`config.mk`:
```
export PLATFORM = sky130hd
export DESIGN_NAME = opfwd_select
export DESIGN_NICKNAME = d
export VERILOG_FILES = /design/src/rtl/fwd_pkg.sv /design/src/rtl/fwd_hit_detect.sv /design/src/rtl/fwd_prio_mux.sv /design/src/rtl/opfwd_select.sv
export SDC_FILE = /design/constraint.sdc
export NUM_CORES = 1
export LEC_CHECK = 0
export BUFFER_PORTS_ARGS = -buffer_cell sky130_fd_sc_hd__buf_2
export CAP_MARGIN = 10
export CORE_AREA = 2 2 257 259
export DETAILED_ROUTE_END_ITERATION = 10
export DIE_AREA = 0 0 259 261
export MAX_ROUTING_LAYER = met4
export PLACE_DENSITY = 0.38
export SKIP_LAST_GASP = 1
export SLEW_MARGIN = 20
export SYNTH_ARGS = -nofsm -noshare
export SYNTH_HDL_FRONTEND = slang
export SYNTH_HIERARCHICAL = 1
export SYNTH_SLANG_ARGS = --single-unit
```
`constraint.sdc`:
```
create_clock -name vclk -period 2.19
set_input_delay 0.1095 -clock vclk [all_inputs]
set_output_delay 0.1095 -clock vclk [all_outputs]
set_load 0.01 [all_outputs]
```
`src/rtl/fwd_pkg.sv`:
```
package fwd_pkg;
  localparam int unsigned REG_ID_W = 4;
  localparam logic [REG_ID_W-1:0] REG_NONE = 4'hF;
  // Number of in-flight forwarding sources, index 0 = highest priority
  localparam int unsigned NUM_FWD = 5;
  typedef enum logic [2:0] {
    FWD_EX_E  = 3'd0,
    FWD_MEM_M = 3'd1,
    FWD_MEM_E = 3'd2,
    FWD_WB_M  = 3'd3,
    FWD_WB_E  = 3'd4
  } fwd_src_e;
endpackage

```
`src/rtl/fwd_hit_detect.sv`:
```
module fwd_hit_detect
  import fwd_pkg::*;
#(
  parameter int unsigned NSRC = NUM_FWD
) (
  input  logic [REG_ID_W-1:0]           src_id,
  input  logic [NSRC-1:0][REG_ID_W-1:0] dst_ids,
  output logic [NSRC-1:0]               hit
);
  logic src_valid;
  assign src_valid = (src_id != REG_NONE);

  for (genvar gi = 0; gi < NSRC; gi++) begin : g_cmp
    assign hit[gi] = src_valid && (dst_ids[gi] != REG_NONE) && (dst_ids[gi] == src_id);
  end
endmodule

```
`src/rtl/fwd_prio_mux.sv`:
```
module fwd_prio_mux #(
  parameter int unsigned NSRC   = 5,
  parameter int unsigned DATA_W = 64
) (
  input  logic [NSRC-1:0]             hit,
  input  logic [NSRC-1:0][DATA_W-1:0] vals,
  input  logic [DATA_W-1:0]           fallback,
  output logic [DATA_W-1:0]           dout
);
  // Scan from lowest priority upward so index 0 overrides all others
  always_comb begin
    dout = fallback;
    for (int i = NSRC - 1; i >= 0; i--) begin
      if (hit[i]) dout = vals[i];
    end
  end
endmodule

```
`src/rtl/opfwd_select.sv`:
```
module opfwd_select
  import fwd_pkg::*;
#(
  parameter int unsigned DATA_W = 64
) (
  input  logic                dec_pc_op,
  input  logic [DATA_W-1:0]   dec_valp,
  input  logic [REG_ID_W-1:0] dec_src_a,
  input  logic [REG_ID_W-1:0] dec_src_b,
  input  logic [DATA_W-1:0]   rf_rdata_a,
  input  logic [DATA_W-1:0]   rf_rdata_b,
  input  logic [REG_ID_W-1:0] ex_dst_e,
  input  logic [DATA_W-1:0]   ex_vale,
  input  logic [REG_ID_W-1:0] mem_dst_m,
  input  logic [DATA_W-1:0]   mem_valm,
  input  logic [REG_ID_W-1:0] mem_dst_e,
  input  logic [DATA_W-1:0]   mem_vale,
  input  logic [REG_ID_W-1:0] wb_dst_m,
  input  logic [DATA_W-1:0]   wb_valm,
  input  logic [REG_ID_W-1:0] wb_dst_e,
  input  logic [DATA_W-1:0]   wb_vale,
  output logic [DATA_W-1:0]   opnd_a,
  output logic [DATA_W-1:0]   opnd_b
);
  localparam int unsigned NOPND = 2;

  logic [NUM_FWD-1:0][REG_ID_W-1:0] dst_vec;
  logic [NUM_FWD-1:0][DATA_W-1:0]   val_vec;
  logic [NOPND-1:0][REG_ID_W-1:0]   src_vec;
  logic [NOPND-1:0][DATA_W-1:0]     rf_vec;
  logic [NOPND-1:0][DATA_W-1:0]     fwd_out;

  // Priority order: youngest producer first
  always_comb begin
    dst_vec[FWD_EX_E]  = ex_dst_e;   val_vec[FWD_EX_E]  = ex_vale;
    dst_vec[FWD_MEM_M] = mem_dst_m;  val_vec[FWD_MEM_M] = mem_valm;
    dst_vec[FWD_MEM_E] = mem_dst_e;  val_vec[FWD_MEM_E] = mem_vale;
    dst_vec[FWD_WB_M]  = wb_dst_m;   val_vec[FWD_WB_M]  = wb_valm;
    dst_vec[FWD_WB_E]  = wb_dst_e;   val_vec[FWD_WB_E]  = wb_vale;
  end

  assign src_vec[0] = dec_src_a;
  assign src_vec[1] = dec_src_b;
  assign rf_vec[0]  = rf_rdata_a;
  assign rf_vec[1]  = rf_rdata_b;

  for (genvar go = 0; go < NOPND; go++) begin : g_opnd
    logic [NUM_FWD-1:0] hit;

    fwd_hit_detect #(.NSRC(NUM_FWD)) u_hit (
      .src_id  (src_vec[go]),
      .dst_ids (dst_vec),
      .hit     (hit)
    );

    fwd_prio_mux #(.NSRC(NUM_FWD), .DATA_W(DATA_W)) u_mux (
      .hit      (hit),
      .vals     (val_vec),
      .fallback (rf_vec[go]),
      .dout     (fwd_out[go])
    );
  end

  // Call/jump: incremented PC replaces any register value on operand A
  assign opnd_a = dec_pc_op ? dec_valp : fwd_out[0];
  assign opnd_b = fwd_out[1];
endmodule

```
==> flow_summary.json <==
{
  "hold_depth": 3,
  "totalPowerFinal_mw": 4.91,
  "core.rowCount": 94,
  "leakagePower_nw": 9.01,
  "cp_top_family": "buffers and inverters",
  "grt_max_degree": 33,
  "postSynthCellCount": 1045,
  "dp_hpwl_um": 48800,
  "ant_nets": 0,
  "yosysMostFrequentCell": "mux2_4",
  "die_area_um2": 67600,
  "critPathCaptureType": "output port",
  "critPathMaxFanout": 5,
  "synth.area.top_cells": "mux2_4, a221oi_2, o31ai_2, a21o_1, nor2b_1",
  "num-fill-cells": 6971,
  "drv_slew": 0,
  "initialDrtViolationCount": 695,
  "syn-num-nets": 1586,
  "power_per_cell_area_nw_per_um2": 263,
  "violations": "negative setup slack",
  "ys_warn_count": 6,
  "finalCritPeriodShare": 1.15,
  "worst-path-buf-inv": 5,
  "fin_nets": 2386,
  "crit_chain": "buf_12, xor2_4, nor4_4, o21a_4, buf_12, buf_8, buf_12, mux2_4, a221oi_4, o31ai_4, mux2_4, buf_2",
  "boundaryPins": 669,
  "peakVddDrop_mv": 0.104,
  "fin_ws_ps": -333,
  "hold_path_class": "primary input to output port",
  "wl_per_cell_um": 25.1,
  "grt.overflow.total": 0,
  "ys_seq_area_frac": 0,
  "cp_data_arrival_time_ps": 2410,
  "vias": 12400,
  "die_width_um": 259,
  "port_buffers": 669,
  "floorplan.initialDensity": 0.154,
  "max_freq_mhz": 396,
  "path_common_cell": "buf_12",
  "final_util": 0.286,
  "synth_cell_type_count": 23,
  "setup_viol": 117,
  "track_usage": 0.187,
  "antenna_found_initial": 14,
  "status": "finished with violations",
  "coreArea_um2": 65000,
  "critPathKind": "primary input to output port",
  "critical_path_required_ps": 2080,
  "via_per_inst": 4.56,
  "synth_top_area_cell": "mux2_4",
  "dr.pass1.iters": 5,
  "finalCriticalPeriod_ps": 2520,
  "seq_area_um2": 0,
  "syn_area_per_cell_um2": 9.57,
  "rsz0062_at_grt": "true",
  "max_slew.worst_pin.slew_ps": 355,
  "drc": 0,
  "gp_congestion": 0.910,
  "critPathLaunchType": "primary input",
  "synth_top_area_share": 0.270,
  "seq_cells": 0,
  "cap_violations": 0,
  "die_height_um": 261,
  "cp_slowest_cell": "mux2_4",
  "hold-path-endpoint": "opnd_a[39]",
  "slew_headroom": 0.761,
  "critPathMaxStageDelay_ps": 330,
  "grt_pass1_vias": 13200,
  "ys_top_cells_by_count": "mux2_4, nand2_1, nor2b_1",
  "hold_start": "dec_valp[39]",
  "area_delta_synth_final_pct": 86.3,
  "finalHoldViolCount": 0,
  "grt_pass1_wl_um": 91700,
  "synth_area_um2": 10000,
  "final_layout_size_suffix_gt1_frac": 0.757,
  "nClkBuffers": 0,
  "wl_um": 68200
}
-- per-layer routing --
layer	vias to the layer above	wire length, um	GRT usage
li1	5705	-	-
met1	6127	30300	0.235
met2	502	33700	0.328
met3	66	3030	0.0213
met4	0	1210	0.0279
met5	-	0	-
-- how the worst max path moves through the flow --
stage / endpoint / startpoint / depth (start not counted)
final: opnd_a[2] / wb_dst_e[3] / 12
after global routing: opnd_a[2] / wb_dst_e[3] / 12
after CTS: opnd_a[0] / wb_dst_e[3] / 13
after detailed placement: opnd_a[2] / dec_src_a[3] / 11
after global placement: opnd_a[63] / dec_src_a[3] / 11
after floorplan: opnd_a[10] / dec_src_a[1] / 10
-- layout by cell type, fill, tap and decap left out, types with 3 or more instances in the layout --
cell       synthesis  layout
nor2b_1          130     128
o31ai_2          120     124
buf_6             31      83
mux2_4           180     187
a21o_1           128     128
a221oi_4           0      79
mux2_2            12       5
buf_2             32     613
o31ai_1            8       3
diode_2            0      13
nor4_1            10       3
nand2_1          138     138
buf_8              0      17
buf_16             0      18
xor2_2             0       6
o21a_4             0       8
buf_4              6     119
clkbuf_16          0       7
xor2_1            30      23
a221oi_2         120      47
nor2_1            10      10
nor4_4             0       6
buf_12             6      65
a31oi_1           10      10
-- cells by family after synthesis --
group / Yosys count / synth area share
AOI/OAI and AO/OA: 404 / 0.454
buffers and inverters: 125 / 0.0862
and+or+nand+nor: 294 / 0.149
xor gates and xnor gates: 30 / 0.0263
muxes: 192 / 0.284
-- final cells by class --
type	count	area (um^2)	share of cell area
Tap cell	864	1080	0.0580
Timing Repair Buffer	923	7160	0.384
Multi-Input combinational cell	920	10400	0.556
Antenna cell	13	32.5	0.00175
-- what timing repair did --
action / 4_1_cts / 5_1_grt
cloned: 22 / 9
buffers inserted: 55 / 10
endpoints found under the setup margin: 128 / 128
resized for setup: 177 / 127
pin swaps: 198 / 83
hold buffers: 0 / 0
-- report_power, final --
group          internal, mW    total, mW  switching [mW]
Sequential                0            0               0
Combinational          2.64         4.91            2.26
Clock           0.000000725  0.000000725               0
Total                  2.64         4.91            2.26
-- per-stage QoR --
stage               hold WS, ps  instances  TNS (ps)  cell area [um^2]  setup WS, ps
CTS                         516       2700    -24630             17600          -371
finish                      514       2720    -17770             18600          -333
global placement            529       2625    -36140             15500          -528
global route                524       2719    -28940             18600          -400
detailed placement          530       2625    -38780             15500          -529
floorplan                   334       1045      -388             10000         -7.50
(Power assumes the default switching activity.)
